[src/rtl/excprio_pkg.sv]
package excprio_pkg;

  typedef logic signed [8:0] prio_t;

  localparam prio_t PRIO_IDLE    = 9'sd255;
  localparam prio_t PRIO_RESET   = -9'sd4;
  localparam prio_t PRIO_HF_HIGH = -9'sd3;
  localparam prio_t PRIO_NMI     = -9'sd2;
  localparam prio_t PRIO_HF_LOW  = -9'sd1;

  // candidate slots, in tie-break order
  localparam int SLOT_RESET  = 0;
  localparam int SLOT_NMI    = 1;
  localparam int SLOT_HF_SEC = 2;
  localparam int SLOT_HF_NS  = 3;
  localparam int SLOT_PROG   = 4;

  // control -> datapath strobes
  typedef struct packed {
    logic       load;
    logic       idle;
    logic [7:0] sel;
  } strobe_t;

  // datapath -> control compare flags
  typedef struct packed {
    logic faultBlocked;
    logic hfBlocked;
  } cmp_t;

endpackage

[src/rtl/excprio_datapath.sv]
module excprio_datapath
  import excprio_pkg::*;
#(
  parameter int NUM_PROG = 4,
  parameter int PRIO_W   = 8,
  parameter int SPLIT_W  = 3,
  parameter int NCAND    = NUM_PROG + 4,
  parameter int IDX_W    = $clog2(NUM_PROG + 4)
) (
  input  logic                         clk,
  input  logic                         rstN,
  input  logic                         hfAboveNmi,
  input  logic [SPLIT_W-1:0]           splitSec,
  input  logic [SPLIT_W-1:0]           splitNs,
  input  logic                         pendReset,
  input  logic                         pendNmi,
  input  logic                         pendHfSec,
  input  logic                         pendHfNs,
  input  logic [NUM_PROG-1:0]          pendIrq,
  input  logic [NUM_PROG*PRIO_W-1:0]   irqPrio,
  input  logic [NUM_PROG-1:0]          irqSecure,
  input  prio_t                        execPrio,
  input  logic [PRIO_W-1:0]            faultPrio,
  input  logic                         faultSecure,
  input  strobe_t                      strobe,
  output logic [NCAND-1:0]             candValid,
  output prio_t [NCAND-1:0]            candPrio,
  output cmp_t                         cmp,
  output logic                         winValid,
  output logic [IDX_W-1:0]             winVec,
  output logic                         winSecure,
  output prio_t                        winPrio
);

  localparam int ZPAD = 9 - PRIO_W;

  // group priority: clear bits [split:0], never used on fixed priorities
  function automatic prio_t groupOf(input logic [PRIO_W-1:0] raw,
                                    input logic [SPLIT_W-1:0] split);
    logic [PRIO_W-1:0] g;
    for (int i = 0; i < PRIO_W; i++) begin
      g[i] = (i > int'(split)) ? raw[i] : 1'b0;
    end
    return prio_t'({{ZPAD{1'b0}}, g});
  endfunction

  // fixed candidates
  always_comb begin
    candValid[SLOT_RESET]  = pendReset;
    candValid[SLOT_NMI]    = pendNmi;
    candValid[SLOT_HF_SEC] = pendHfSec;
    candValid[SLOT_HF_NS]  = pendHfNs;
    candPrio[SLOT_RESET]   = PRIO_RESET;
    candPrio[SLOT_NMI]     = PRIO_NMI;
    candPrio[SLOT_HF_SEC]  = hfAboveNmi ? PRIO_HF_HIGH : PRIO_HF_LOW;
    candPrio[SLOT_HF_NS]   = PRIO_HF_LOW;
  end

  // programmable candidates
  for (genvar k = 0; k < NUM_PROG; k++) begin : g_prog
    logic [SPLIT_W-1:0] bankSplit;
    assign bankSplit = irqSecure[k] ? splitSec : splitNs;
    assign candValid[SLOT_PROG+k] = pendIrq[k];
    assign candPrio[SLOT_PROG+k]  = groupOf(irqPrio[k*PRIO_W +: PRIO_W], bankSplit);
  end

  // fault judgement: group priority from the fault's own bank
  prio_t faultGroup;
  prio_t hfTargetPrio;
  logic  hfTargetSec;

  always_comb begin
    faultGroup       = groupOf(faultPrio, faultSecure ? splitSec : splitNs);
    hfTargetSec      = faultSecure || !hfAboveNmi;
    hfTargetPrio     = (hfTargetSec && hfAboveNmi) ? PRIO_HF_HIGH : PRIO_HF_LOW;
    cmp.faultBlocked = (faultGroup >= execPrio);
    cmp.hfBlocked    = (execPrio <= hfTargetPrio);
  end

  // decode selected slot to vector number and bank
  logic [IDX_W-1:0] selIdx;
  logic [IDX_W-1:0] selVec;
  logic             selSec;

  assign selIdx = strobe.sel[IDX_W-1:0];

  always_comb begin
    selSec = 1'b0;
    if (selIdx == IDX_W'(SLOT_RESET)) begin
      selVec = IDX_W'(1);
    end else if (selIdx == IDX_W'(SLOT_NMI)) begin
      selVec = IDX_W'(2);
    end else if (selIdx == IDX_W'(SLOT_HF_SEC)) begin
      selVec = IDX_W'(3);
      selSec = 1'b1;
    end else if (selIdx == IDX_W'(SLOT_HF_NS)) begin
      selVec = IDX_W'(3);
    end else begin
      selVec = selIdx;
      for (int k = 0; k < NUM_PROG; k++) begin
        if (selIdx == IDX_W'(SLOT_PROG + k)) selSec = irqSecure[k];
      end
    end
  end

  always_ff @(posedge clk or negedge rstN) begin
    if (!rstN) begin
      winValid  <= 1'b0;
      winVec    <= '0;
      winSecure <= 1'b0;
      winPrio   <= PRIO_IDLE;
    end else if (strobe.load) begin
      winValid  <= 1'b1;
      winVec    <= selVec;
      winSecure <= selSec;
      winPrio   <= candPrio[selIdx];
    end else if (strobe.idle) begin
      winValid  <= 1'b0;
      winVec    <= '0;
      winSecure <= 1'b0;
      winPrio   <= PRIO_IDLE;
    end
  end

  // fixed vectors always carry negative, unmasked priorities
  assert_fixed_negative_R5: assert property (@(posedge clk) disable iff (!rstN)
    (winValid && winVec < IDX_W'(SLOT_PROG)) |-> (winPrio < 9'sd0));

  // programmable winners carry a group priority with bit 0 cleared
  assert_group_masked_R4: assert property (@(posedge clk) disable iff (!rstN)
    (winValid && winVec >= IDX_W'(SLOT_PROG)) |-> (winPrio[0] == 1'b0 && winPrio >= 9'sd0));

endmodule

[src/rtl/excprio_control.sv]
module excprio_control
  import excprio_pkg::*;
#(
  parameter int NCAND = 8
) (
  input  logic                clk,
  input  logic                rstN,
  input  logic [NCAND-1:0]    candValid,
  input  prio_t [NCAND-1:0]   candPrio,
  input  cmp_t                cmp,
  input  logic                faultValid,
  output strobe_t             strobe,
  output logic                escalate,
  output logic                lockup
);

  // scan in slot order; strict less-than keeps the earlier slot on a tie
  logic  found;
  int    bestIdx;
  prio_t bestPrio;

  always_comb begin
    found    = 1'b0;
    bestIdx  = 0;
    bestPrio = PRIO_IDLE;
    for (int i = 0; i < NCAND; i++) begin
      if (candValid[i] && (!found || candPrio[i] < bestPrio)) begin
        found    = 1'b1;
        bestIdx  = i;
        bestPrio = candPrio[i];
      end
    end
    strobe.load = found;
    strobe.idle = !found;
    strobe.sel  = 8'(bestIdx);
  end

  logic needHf;
  assign needHf   = faultValid && cmp.faultBlocked;
  assign lockup   = needHf && cmp.hfBlocked;
  assign escalate = needHf && !cmp.hfBlocked;

  assert_exclusive_R10: assert property (@(posedge clk) disable iff (!rstN)
    !(escalate && lockup));

  assert_quiet_R10: assert property (@(posedge clk) disable iff (!rstN)
    !faultValid |-> (!escalate && !lockup));

  assert_one_strobe_R7: assert property (@(posedge clk) disable iff (!rstN)
    $onehot({strobe.load, strobe.idle}));

endmodule

[src/rtl/excprio_top.sv]
module excprio_top
  import excprio_pkg::*;
#(
  parameter int NUM_PROG = 4,
  parameter int PRIO_W   = 8,
  parameter int SPLIT_W  = 3,
  localparam int VEC_W   = $clog2(NUM_PROG + 4)
) (
  input  logic                         clk,
  input  logic                         rstN,
  input  logic                         hfAboveNmi,
  input  logic [SPLIT_W-1:0]           splitSec,
  input  logic [SPLIT_W-1:0]           splitNs,
  input  logic                         pendReset,
  input  logic                         pendNmi,
  input  logic                         pendHfSec,
  input  logic                         pendHfNs,
  input  logic [NUM_PROG-1:0]          pendIrq,
  input  logic [NUM_PROG*PRIO_W-1:0]   irqPrio,
  input  logic [NUM_PROG-1:0]          irqSecure,
  input  logic signed [8:0]            execPrio,
  input  logic                         faultValid,
  input  logic [PRIO_W-1:0]            faultPrio,
  input  logic                         faultSecure,
  output logic                         winValid,
  output logic [VEC_W-1:0]             winVec,
  output logic                         winSecure,
  output logic signed [8:0]            winPrio,
  output logic                         escalate,
  output logic                         lockup
);

  localparam int NCAND = NUM_PROG + 4;

  logic [NCAND-1:0]  candValid;
  prio_t [NCAND-1:0] candPrio;
  cmp_t              cmp;
  strobe_t           strobe;

  excprio_datapath #(
    .NUM_PROG(NUM_PROG), .PRIO_W(PRIO_W), .SPLIT_W(SPLIT_W),
    .NCAND(NCAND), .IDX_W(VEC_W)
  ) datapath_i (
    .clk(clk), .rstN(rstN), .hfAboveNmi(hfAboveNmi),
    .splitSec(splitSec), .splitNs(splitNs),
    .pendReset(pendReset), .pendNmi(pendNmi),
    .pendHfSec(pendHfSec), .pendHfNs(pendHfNs),
    .pendIrq(pendIrq), .irqPrio(irqPrio), .irqSecure(irqSecure),
    .execPrio(execPrio), .faultPrio(faultPrio), .faultSecure(faultSecure),
    .strobe(strobe), .candValid(candValid), .candPrio(candPrio), .cmp(cmp),
    .winValid(winValid), .winVec(winVec), .winSecure(winSecure), .winPrio(winPrio)
  );

  excprio_control #(.NCAND(NCAND)) control_i (
    .clk(clk), .rstN(rstN), .candValid(candValid), .candPrio(candPrio),
    .cmp(cmp), .faultValid(faultValid), .strobe(strobe),
    .escalate(escalate), .lockup(lockup)
  );

  assert_reset_wins_R2: assert property (@(posedge clk) disable iff (!rstN)
    pendReset |=> (winVec == VEC_W'(1) && winPrio == -9'sd4 && !winSecure));

  assert_sec_hf_above_nmi_R3: assert property (@(posedge clk) disable iff (!rstN)
    (pendHfSec && hfAboveNmi && !pendReset) |=> (winVec == VEC_W'(3) && winSecure && winPrio == -9'sd3));

  assert_nmi_over_hf_R5: assert property (@(posedge clk) disable iff (!rstN)
    (pendNmi && !pendReset && !(pendHfSec && hfAboveNmi)) |=> (winVec == VEC_W'(2) && winPrio == -9'sd2));

  assert_lockup_level_R9: assert property (@(posedge clk) disable iff (!rstN)
    lockup |-> (execPrio <= -9'sd1));

endmodule

[config.mk]
export PLATFORM = sky130hd
export DESIGN_NAME = excprio_top
export DESIGN_NICKNAME = d
export VERILOG_FILES = /design/src/rtl/excprio_pkg.sv /design/src/rtl/excprio_datapath.sv /design/src/rtl/excprio_control.sv /design/src/rtl/excprio_top.sv
export SDC_FILE = /design/constraint.sdc
export NUM_CORES = 1
export LEC_CHECK = 0
export ABC_AREA = 1
export BUFFER_PORTS_ARGS = -buffer_cell sky130_fd_sc_hd__buf_2
export CAP_MARGIN = 15
export CORE_MARGIN = 3
export CORE_UTILIZATION = 46
export DETAILED_ROUTE_END_ITERATION = 8
export PLACE_DENSITY = 0.78
export SLEW_MARGIN = 20
export SYNTH_ARGS = -nofsm -noshare
export SYNTH_HDL_FRONTEND = slang
export SYNTH_SLANG_ARGS = --single-unit
[constraint.sdc]
create_clock -name clk -period 1.53 [get_ports clk]
set_clock_uncertainty 0.1 [all_clocks]
set_input_delay 0.0765 -clock clk [delete_from_list [all_inputs] [get_ports clk]]
set_output_delay 0.0765 -clock clk [all_outputs]
set_load 0.01 [all_outputs]
==> results of run 1 <==
-- timing repair --
action,4_1_cts
setup endpoints to repair,15
buffers inserted,39
pin swaps,45
hold buffers,1
gates resized for setup,75
cloned,3
hold endpoints to repair,14
-- Yosys cell counts, drive strengths merged --
cell type / number
dfstp: 8
a21oi: 21
inv: 63
nand4: 13
nor2: 51
o211ai: 2
buf: 3
ha: 29
a21o: 1
nand2: 126
clkbuf: 2
a221oi: 1
o31ai: 1
dfrtp: 6
nor3: 4
o21ai: 41
nand3: 21
a21boi: 4
o2111ai: 1
and2: 1
a211oi: 1
-- through the flow --
stage / hold slack, ns / setup WS (ns) / cells
2_1_floorplan: -0.319 / -2.93 / 400
3_3_place_gp: -0.131 / -3.37 / 646
3_5_place_dp: -0.119 / -3.61 / 646
4_1_cts: 0.139 / -2.92 / 693
-- logic make-up after synthesis --
family                     after synthesis  share of synthesized area
DFF                                     14                      0.152
and+or+nand+nor                        216                      0.405
AOI/OAI and AO/OA                       73                      0.176
adders and majority gates               29                      0.153
buffers and inverters                   68                      0.114
==> impl_metrics.sql, run 1 <==
INSERT INTO impl_metrics (metric_group, metric, value, unit) VALUES
('run_status', 'status', 'stopped before the end', ''),
('run_status', 'failing_step', 'global routing', ''),
('run_status', 'firstError', '[ERROR DPL-0038] Utilization greater than 100%, impossible to legalize', ''),
('yosys', 'synth_nets', '501', ''),
('place', 'dpl-instance-area', '3730', 'sq um'),
('yosys', 'syn_inst', '400', ''),
('clock_network', 'tritoncts.num_buffers', '3', ''),
('clock_network', 'htree_num_levels', '1', ''),
('floorplan', 'die_h', '77.8', 'microns'),
('clock_network', 'clockRootBuffer', 'sky130_fd_sc_hd__clkbuf_8', ''),
('yosys', 'yosys_warnings', '0', ''),
('clock_network', 'ctsLongestPathBuffers', '2', ''),
('sta', 'worst_endpoint_kind', 'register data pin', ''),
('yosys', 'synth_sequential_area_ratio', '0.152', ''),
('clock_network', 'clk_sinks', '14', ''),
('sta', 'worstEndpointGrtRepair', 'datapath_i.winPrio[1]$_DFF_PN1_/D', ''),
('place', 'finalWeightedCongestion', '1.01', ''),
('yosys', 'synth.distinct_cells', '33', ''),
('yosys', 'area_share_of_the_largest_cell_type_after_synthesis', '0.182', ''),
('place', 'detailedPlacementHpwl', '7430', 'microns'),
('place', 'count_of_port_buffers_added_during_placement', '82', ''),
('yosys', 'syn-cell-area', '2370', 'sq um'),
('floorplan', 'initial_utilization', '0.489', ''),
('grt', 'pin_count_of_the_biggest_net_entering_global_routing', '15', ''),
('floorplan', 'chipWidth', '77.8', 'microns'),
('floorplan', 'num_io_pins', '88', ''),
('yosys', 'yosys_register_bits', '14', ''),
('yosys', 'avgSynthCellArea', '5.93', 'sq um'),
('yosys', 'synth_top_area_cell', 'sky130_fd_sc_hd__nand2_1', ''),
('floorplan', 'placementRows', '25', ''),
('yosys', 'synth.top_cells.by_area', 'sky130_fd_sc_hd__nand2_1 (18%), sky130_fd_sc_hd__ha_1 (15%), sky130_fd_sc_hd__inv_1 (9.2%), sky130_fd_sc_hd__dfstp_2 (8.9%), sky130_fd_sc_hd__o21ai_0 (7.8%)', '');
==> inputs of run 2 (changes only) <==
CORE_UTILIZATION = 40   (was 46)
PLACE_DENSITY = default   (was 0.78)
PLACE_DENSITY_LB_ADDON = 0.15   (was default)
clock period = 2 ns   (was 1.53 ns; I/O delays follow)
==> impl_metrics.sql, run 2 <==
INSERT INTO impl_metrics (metric_group, metric, value, unit) VALUES
('final_layout', 'largest_reg_flops', '9', ''),
('final_layout', 'largestRegisters', 'datapath_i.winPrio: 9 flops, datapath_i.winVec: 3 flops', ''),
('yosys', 'number_of_enable_flip_flop_cells_after_synthesis', '0', ''),
('routing', 'detail_route.wl_per_cell', '18.4', 'microns'),
('sta', 'setup_viol_count_final', '15', ''),
('yosys', 'synth_top_area_cell', 'sky130_fd_sc_hd__nand2_1', ''),
('final_layout', 'instances_no_fill', '689', ''),
('clock_network', 'path_clk_slew', '0.05', 'ns'),
('yosys', 'synth_top_cells_by_count', 'sky130_fd_sc_hd__nand2_1 (115), sky130_fd_sc_hd__inv_1 (58), sky130_fd_sc_hd__nor2_1 (47)', ''),
('place', 'detailedPlacementHpwl', '7340', 'microns'),
('worst_hold_path', 'hp-class', 'in2reg', ''),
('critical_path', 'worst_path_largest_cell_delay', '0.20', 'ns'),
('yosys', 'avgSynthCellArea', '5.93', 'sq um'),
('final_layout', 'fillerInstances', '348', ''),
('final_layout', 'largest-register', 'datapath_i.winPrio', ''),
('run_status', 'violations_in_the_final_reports', 'negative setup slack', ''),
('routing', 'dr.max_layer_used', 'met4', ''),
('grt', 'grt_first_pass_wirelength', '18000', 'microns'),
('yosys', 'synth_sequential_area_ratio', '0.152', ''),
('pwr', 'power', '1.52', 'mW'),
('yosys', 'yosys_warnings', '0', ''),
('sta', 'grt_setup_unrepaired', 'true', ''),
('yosys', 'syn_inst', '400', ''),
('routing', 'wl_met1', '4630', 'microns'),
('critical_path', 'timing.critical_path.slowest_stage_cell', 'sky130_fd_sc_hd__o21ai_4', ''),
('clock_network', 'clk_sinks', '14', ''),
('floorplan', 'die-area', '6890', 'sq um'),
('grt', 'pin_count_of_the_biggest_net_entering_global_routing', '15', ''),
('critical_path', 'worst-endpoint-arrival', '4.97', 'ns'),
('yosys', 'synth_nets', '501', ''),
('final_layout', 'leading_cell_type_in_the_layout_fill_and_taps_excluded', 'sky130_fd_sc_hd__buf_4', ''),
('clock_network', 'htree_num_levels', '1', ''),
('place', 'placed_cells', '637', ''),
('critical_path', 'critical_path_class', 'in2reg', ''),
('routing', 'drt-total-wl', '12700', 'microns'),
('critical_path', 'cp_max_fo', '5', ''),
('floorplan', 'initial_utilization', '0.423', ''),
('routing', 'drt-pass1-iter-count', '6', ''),
('yosys', 'synth.top_cells.by_area', 'sky130_fd_sc_hd__nand2_1 (18%), sky130_fd_sc_hd__ha_1 (15%), sky130_fd_sc_hd__inv_1 (9.2%), sky130_fd_sc_hd__dfstp_2 (8.9%), sky130_fd_sc_hd__o21ai_0 (7.8%)', ''),
('pwr', 'worst_ir_drop_on_vdd', '0.329', 'mV'),
('routing', 'remaining_drc_errors', '0', ''),
('floorplan', 'num_io_pins', '88', ''),
('place', 'finalWeightedCongestion', '1.05', ''),
('final_layout', 'insertedDiodeCount', '0', ''),
('final_layout', 'finish.net_count', '719', ''),
('final_layout', 'multiInputGateArea', '2260', 'sq um'),
('routing', 'wl_met2', '5540', 'microns'),
('critical_path', 'cp_common_cell', 'sky130_fd_sc_hd__buf_4', ''),
('pwr', 'power_leakage', '2.40', 'nW'),
('sta', 'setup_ws', '-2.90', 'ns'),
('final_layout', 'areaGrowthSynthToFinish', '90.0', '%'),
('yosys', 'synth_top_flop_cell', 'sky130_fd_sc_hd__dfstp_2', ''),
('yosys', 'async_flop_share', '1.00', ''),
('floorplan', 'placementRows', '27', ''),
('routing', 'vias', '3922', ''),
('floorplan', 'chipWidth', '83.0', 'microns'),
('routing', 'number_of_vias_per_cell', '5.69', ''),
('sta', 'timing.fmax', '204', 'MHz'),
('yosys', 'post-synth-top-count-cell', 'sky130_fd_sc_hd__nand2_1', ''),
('critical_path', 'worst_setup_path_start_kind', 'input port', ''),
('run', 'timing.max_cap.violations', '0', ''),
('sta', 'timing_hold_violations_final', '0', ''),
('critical_path', 'worst-endpoint-required', '2.07', 'ns'),
('place', 'count_of_port_buffers_added_during_placement', '82', ''),
('floorplan', 'core-area', '5610', 'sq um'),
('sta', 'worst_slew_margin_rel', '0.688', ''),
('final_layout', 'layout.cells.most_common_list', 'sky130_fd_sc_hd__buf_4 (129), sky130_fd_sc_hd__nand2_1 (93), sky130_fd_sc_hd__buf_2 (74)', ''),
('sta', 'post_layout_minimum_cycle_time', '4.90', 'ns'),
('routing', 'antenna_left', '0', ''),
('routing', 'detail_route.iter0.violations', '614', ''),
('clock_network', 'clockRootBuffer', 'sky130_fd_sc_hd__clkbuf_8', ''),
('final_layout', 'seq_area', '360', 'sq um'),
('run_status', 'status', 'complete, but fails checks', ''),
('yosys', 'area_share_of_the_largest_cell_type_after_synthesis', '0.182', ''),
('yosys', 'syn-cell-area', '2370', 'sq um'),
('routing', 'met3RoutedLength', '1320', 'microns'),
('sta', 'final_max_slew_viol_count', '0', ''),
('yosys', 'yosys_register_bits', '14', ''),
('clock_network', 'cts_tree', 'done', ''),
('final_layout', 'post_route_cells_drive_above_1_share', '0.556', ''),
('clock_network', 'ctsLongestPathBuffers', '2', ''),
('grt', 'first_global_vias', '3686', ''),
('grt', 'grt.total_usage', '0.322', ''),
('critical_path', 'worstSetupEndpointType', 'flop', ''),
('sta', 'tightestPinTransition', '0.463', 'ns'),
('floorplan', 'die_h', '83.0', 'microns'),
('pwr', 'power_per_cell_area', '338', 'nW/um^2'),
('yosys', 'synth.distinct_cells', '33', ''),
('clock_network', 'tritoncts.num_buffers', '3', ''),
('sta', 'post-route-period-util', '2.45', ''),
('grt', 'initial_antenna_violation_count', '0', ''),
('grt', 'grt_overflow', '0', '');
-- run 2: cell counts after synthesis --
Identical to the previous run, type by type.
-- run 2: cell families (layout without fill, tap and decap cells) --
kind of cell,Yosys count,after routing,share of synthesized area
simple gates,216,219,0.405
compound gates,73,73,0.176
buf+inv,68,282,0.114
fa+ha+maj,29,29,0.153
flops,14,14,0.152
-- run 2: where the power goes --
group | switching [mW] | internal (mW)
Clock | 0.0908 | 0.174
Sequential | 0.00393 | 0.312
Combinational | 0.521 | 0.420
-- run 2: critical path, delay by kind of cell --
kind / cells / cell delay [ns]
AND/OR/NAND/NOR: 5 / 0.43
AO/OA/AOI/OAI: 2 / 0.26
buffers and inverters: 33 / 4.18
-- run 2: repair_timing --
action                                  in CTS  in global routing
endpoints found under the hold margin       14                  0
pin swaps                                   40                 28
resized for setup                           80                 51
hold buffers                                 1                  0
setup buffers                               39                  8
gates cloned                                 3                  0
endpoints found under the setup margin      15                 15
-- run 2: path summary, 6_finish.rpt --
kind	slack, ns	end	cells after the start	startpoint
min	0.07	datapath_i.winPrio[1]	4	hfAboveNmi
max in group asynchronous	1.35	datapath_i.winPrio[4]	2	rstN
min in group asynchronous	0.18	datapath_i.winVec[1]	2	rstN
max	-2.90	datapath_i.winPrio[7]	40	irqSecure[0]
-- run 2: metal layers --
metal  track usage  up-vias
met4         0.204        0
met5             0        -
li1              -     1745
met3        0.0575      126
met2         0.525      321
met1         0.387     1730
-- run 2: final cells by class --
| class | count | area share |
|---|---|---|
| tap | 72 | 0.0200 |
| sequential | 14 | 0.0799 |
| timing repair buffer | 215 | 0.331 |
| multi-input combinational | 321 | 0.501 |
| clock buffer | 4 | 0.0122 |
| inverter | 63 | 0.0558 |
-- run 2: through the flow --
stage	area, sq um	TNS (ns)	hold slack (ns)	utilization	setup slack, ns
after floorplan	2480	-30.72	-0.296	-	-2.48
after detailed placement	3610	-40.47	-0.0991	0.644	-3.15
after CTS	4250	-31.53	0.0631	0.759	-2.46
after global placement	3610	-39.00	-0.106	0.644	-3.06
after global routing	4510	-39.75	0.0959	0.804	-3.12
final	4510	-36.67	0.0748	0.804	-2.90
No activity file was read; power rests on OpenSTA's default activity.
==> inputs of run 3 (changes only) <==
CTS_BUF_LIST = sky130_fd_sc_hd__clkbuf_16   (was default)
==> impl_metrics.sql, run 3 (synthesis gave the netlist of run 2 again) <==
INSERT INTO impl_metrics (metric_group, metric, value, unit) VALUES
('grt', 'initial_antenna_violation_count', '0', ''),
('routing', 'detail_route.wl_per_cell', '18.3', 'microns'),
('final_layout', 'largest-register', 'datapath_i.winPrio', ''),
('routing', 'dr.max_layer_used', 'met4', ''),
('critical_path', 'worst_setup_path_start_kind', 'input port', ''),
('sta', 'post_layout_minimum_cycle_time', '4.92', 'ns'),
('clock_network', 'path_clk_slew', '0.04', 'ns'),
('final_layout', 'areaGrowthSynthToFinish', '91.0', '%'),
('grt', 'first_global_vias', '3682', ''),
('floorplan', 'placementRows', '27', ''),
('place', 'count_of_port_buffers_added_during_placement', '82', ''),
('routing', 'detail_route.iter0.violations', '629', ''),
('sta', 'final_max_slew_viol_count', '0', ''),
('grt', 'grt_overflow', '0', ''),
('sta', 'setup_viol_count_final', '15', ''),
('pwr', 'pwr-share-seq', '0.195', ''),
('place', 'placed_cells', '637', ''),
('routing', 'number_of_vias_per_cell', '5.72', ''),
('critical_path', 'worst-endpoint-required', '2.06', 'ns'),
('pwr', 'share_of_total_power_consumed_by_net_switching', '0.386', ''),
('final_layout', 'insertedDiodeCount', '0', ''),
('critical_path', 'worst_path_largest_cell_delay', '0.20', 'ns'),
('place', 'dpl-instance-area', '3610', 'sq um'),
('pwr', 'worst_ir_drop_on_vdd', '0.722', 'mV'),
('run_status', 'status', 'complete, but fails checks', ''),
('pwr', 'power.net_switching', '0.626', 'mW'),
('routing', 'vias', '3941', ''),
('sta', 'worst_slew_margin_rel', '0.687', ''),
('worst_hold_path', 'hold_end', 'datapath_i.winPrio[1]', ''),
('final_layout', 'finish.instance_area', '4530', 'sq um'),
('final_layout', 'post_route_cells_drive_above_1_share', '0.554', ''),
('pwr', 'power_per_cell_area', '358', 'nW/um^2'),
('worst_hold_path', 'min_from', 'hfAboveNmi', ''),
('run', 'timing.max_cap.violations', '0', ''),
('critical_path', 'crit_path_start', 'irqSecure[0]', ''),
('clock_network', 'clockRootBuffer', 'sky130_fd_sc_hd__clkbuf_16', ''),
('critical_path', 'cp_max_fo', '5', ''),
('sta', 'timing_hold_violations_final', '0', ''),
('place', 'detailedPlacementHpwl', '7340', 'microns'),
('critical_path', 'worst-endpoint-arrival', '4.99', 'ns'),
('routing', 'wl_met2', '5540', 'microns'),
('sta', 'hold-worst-slack', '0.0807', 'ns'),
('pwr', 'p_int', '0.995', 'mW'),
('sta', 'tightestPinTransition', '0.468', 'ns'),
('critical_path', 'worstSetupEndpointType', 'flop', ''),
('final_layout', 'finish.net_count', '719', ''),
('critical_path', 'critical_path_class', 'in2reg', ''),
('critical_path', 'crit_family', 'buffers and inverters', ''),
('pwr', 'pwr-share-comb', '0.581', ''),
('final_layout', 'fillerInstances', '335', ''),
('floorplan', 'die_h', '83.0', 'microns'),
('routing', 'drt-total-wl', '12600', 'microns'),
('floorplan', 'num_io_pins', '88', ''),
('run_status', 'violations_in_the_final_reports', 'negative setup slack', ''),
('clock_network', 'clk_sinks', '14', ''),
('grt', 'grt_first_pass_wirelength', '18000', 'microns'),
('routing', 'remaining_drc_errors', '0', ''),
('sta', 'post-route-period-util', '2.46', ''),
('final_layout', 'leading_cell_type_in_the_layout_fill_and_taps_excluded', 'sky130_fd_sc_hd__buf_4', ''),
('critical_path', 'cp_common_cell', 'sky130_fd_sc_hd__buf_4', ''),
('pwr', 'power_leakage', '2.41', 'nW'),
('final_layout', 'largestRegisters', 'datapath_i.winPrio: 9 flops, datapath_i.winVec: 3 flops', ''),
('clock_network', 'tritoncts.num_buffers', '3', ''),
('floorplan', 'initial_utilization', '0.423', ''),
('grt', 'pin_count_of_the_biggest_net_entering_global_routing', '15', ''),
('sta', 'timing.fmax', '203', 'MHz'),
('grt', 'grt.total_usage', '0.319', ''),
('clock_network', 'htree_num_levels', '1', ''),
('routing', 'antenna_left', '0', ''),
('sta', 'setup_ws', '-2.92', 'ns'),
('floorplan', 'chipWidth', '83.0', 'microns'),
('floorplan', 'die-area', '6890', 'sq um'),
('critical_path', 'worstPathBufferInverterCount', '33', ''),
('pwr', 'clock_power_share', '0.224', ''),
('critical_path', 'timing.critical_path.slowest_stage_cell', 'sky130_fd_sc_hd__o21ai_4', ''),
('final_layout', 'instances_no_fill', '689', ''),
('final_layout', 'layout.cells.most_common_list', 'sky130_fd_sc_hd__buf_4 (129), sky130_fd_sc_hd__nand2_1 (93), sky130_fd_sc_hd__buf_2 (74)', ''),
('routing', 'wl_met1', '4620', 'microns'),
('sta', 'grt_setup_unrepaired', 'true', ''),
('clock_network', 'cts_tree', 'done', ''),
('final_layout', 'largest_reg_flops', '9', ''),
('floorplan', 'core-area', '5610', 'sq um'),
('worst_hold_path', 'hp-class', 'in2reg', ''),
('routing', 'drt-pass1-iter-count', '7', ''),
('worst_hold_path', 'whs_path_depth', '4', ''),
('place', 'finalWeightedCongestion', '1.05', ''),
('routing', 'met3RoutedLength', '1300', 'microns'),
('clock_network', 'ctsLongestPathBuffers', '2', '');
[run 3: cell types whose count changed in the layout (fill, tap and decap cells not counted), sizes merged]
cell / change
clkinv: +1
clkbuf: -1
[run 3: cell type report]
type,instances,area (sq um),share of cell area
multi-input combinational,321,2260,0.498
tap,72,90.1,0.0199
timing repair buffer,215,1490,0.330
clock buffer,3,75.1,0.0166
clock inverter,1,3.75,0.000828
sequential,14,360,0.0795
inverter,63,251,0.0555
[run 3: per-layer routing]
metal  vias up  GRT usage
met5         -          0
met4         0      0.183
met3       114     0.0595
met2       332      0.526
met1      1749      0.387
li1       1746          -
[run 3: through the flow]
stage	setup TNS (ns)	worst slack [ns]	total power, mW	util
global route	-40.47	-3.18	1.70	0.808
finish	-36.65	-2.92	1.62	0.808
detailed placement	-40.47	-3.15	0.993	0.644
floorplan	-30.72	-2.48	0.646	-
global placement	-39.00	-3.06	0.985	0.644
CTS	-31.62	-2.46	1.49	0.763
[run 3: worst max path at each step]
stage | to | slack (ns) | cells after the start
detailed placement | datapath_i.winPrio[7] | -3.15 | 35
CTS | datapath_i.winSecure | -2.46 | 38
global placement | datapath_i.winPrio[6] | -3.06 | 34
finish | datapath_i.winPrio[7] | -2.92 | 40
global route | datapath_i.winPrio[6] | -3.18 | 37
floorplan | datapath_i.winPrio[6] | -2.48 | 39
[run 3: power groups by stage]
stage / combinational, mW / sequential [mW] / clock (mW)
6_report: 0.941 / 0.316 / 0.364
5_1_grt: 1.00 / 0.319 / 0.383
4_1_cts: 0.808 / 0.317 / 0.370
3_5_place_dp: 0.672 / 0.320 / 0
3_3_place_gp: 0.665 / 0.320 / 0
2_1_floorplan: 0.313 / 0.333 / 0
[run 3: repair_timing]
item,in CTS,in global routing
pin swaps,40,28
hold buffers,1,0
setup endpoints to repair,15,15
cloned,3,0
gates resized for setup,80,51
setup buffers,39,8
hold endpoints to repair,14,0
==> inputs of run 4 (changes only) <==
ABC_AREA = default   (was 1)
CORE_UTILIZATION = 51   (was 40)
==> impl_metrics.sql, run 4 <==
INSERT INTO impl_metrics (metric_group, metric, value, unit) VALUES
('clock_network', 'htree_num_levels', '1', ''),
('place', 'detailedPlacementHpwl', '7610', 'microns'),
('grt', 'grt_overflow', '333', ''),
('floorplan', 'die_h', '74.7', 'microns'),
('yosys', 'synth_sequential_area_ratio', '0.150', ''),
('yosys', 'yosys_register_bits', '14', ''),
('floorplan', 'chipWidth', '74.7', 'microns'),
('yosys', 'yosys_warnings', '0', ''),
('sta', 'worstEndpointGrtRepair', 'datapath_i.winPrio[6]$_DFF_PN1_/D', ''),
('yosys', 'synth_top_flop_cell', 'sky130_fd_sc_hd__dfstp_2', ''),
('place', 'finalWeightedCongestion', '1.00', ''),
('clock_network', 'clk_sinks', '14', ''),
('yosys', 'number_of_enable_flip_flop_cells_after_synthesis', '0', ''),
('yosys', 'synth_top_cells_by_count', 'sky130_fd_sc_hd__ha_1 (29), sky130_fd_sc_hd__inv_1 (26), sky130_fd_sc_hd__nand2_1 (22)', ''),
('clock_network', 'tritoncts.num_buffers', '3', ''),
('yosys', 'synth.top_cells.by_area', 'sky130_fd_sc_hd__ha_1 (15%), sky130_fd_sc_hd__dfstp_2 (8.7%), sky130_fd_sc_hd__dfrtp_1 (6.2%), sky130_fd_sc_hd__a21oi_1 (4.2%), sky130_fd_sc_hd__inv_1 (4.1%)', ''),
('yosys', 'async_flop_share', '1.00', ''),
('place', 'count_of_port_buffers_added_during_placement', '82', ''),
('run_status', 'status', 'stopped before the end', ''),
('clock_network', 'ctsLongestPathBuffers', '2', ''),
('yosys', 'synth_top_area_cell', 'sky130_fd_sc_hd__ha_1', ''),
('run_status', 'failing_step', 'global routing', ''),
('sta', 'worst_endpoint_kind', 'register data pin', ''),
('yosys', 'avgSynthCellArea', '8.19', 'sq um'),
('clock_network', 'clockRootBuffer', 'sky130_fd_sc_hd__clkbuf_16', ''),
('grt', 'pin_count_of_the_biggest_net_entering_global_routing', '16', ''),
('run_status', 'firstError', '[ERROR GRT-0232] Routing congestion too high. Check the congestion heatmap in the GUI.', ''),
('grt', 'grt.total_usage', '0.868', ''),
('floorplan', 'placementRows', '24', ''),
('yosys', 'synth_nets', '395', ''),
('yosys', 'synth.distinct_cells', '59', ''),
('floorplan', 'initial_utilization', '0.542', ''),
('yosys', 'area_share_of_the_largest_cell_type_after_synthesis', '0.151', ''),
('yosys', 'syn-cell-area', '2410', 'sq um'),
('yosys', 'post-synth-top-count-cell', 'sky130_fd_sc_hd__ha_1', ''),
('yosys', 'syn_inst', '294', ''),
('floorplan', 'num_io_pins', '88', '');
==> run 4: logic make-up after synthesis <==
kind of cell             Yosys count  share of synthesized area
AO/OA/AOI/OAI                     92                      0.282
AND/OR/NAND/NOR                   89                      0.204
buffers and inverters             41                     0.0748
multiplexers                      29                      0.139
adder cells (fa/ha/maj)           29                      0.151
flip-flops                        14                      0.150
==> run 4: repair_timing <==
action                                  in CTS
gates resized for setup                     56
hold buffers                                 1
endpoints found under the setup margin      12
setup buffers                               15
pin swaps                                   20
hold endpoints to repair                    14
==> run 4: through the flow <==
step / setup WS (ns) / hold WS, ns / util / std cells / instance area (sq um)
after floorplan: -3.18 / -0.296 / - / 294 / 2590
after global placement: -3.66 / -0.111 / 0.818 / 497 / 3640
after detailed placement: -3.79 / -0.106 / 0.818 / 497 / 3640
after CTS: -3.21 / 0.0860 / 0.923 / 517 / 4100
==> run 4: layer usage <==
layer  overflow  GRT usage
met5          0      0.176
met1          4      0.789
met3          1      0.554
met4         88       1.06
met2        240       1.17
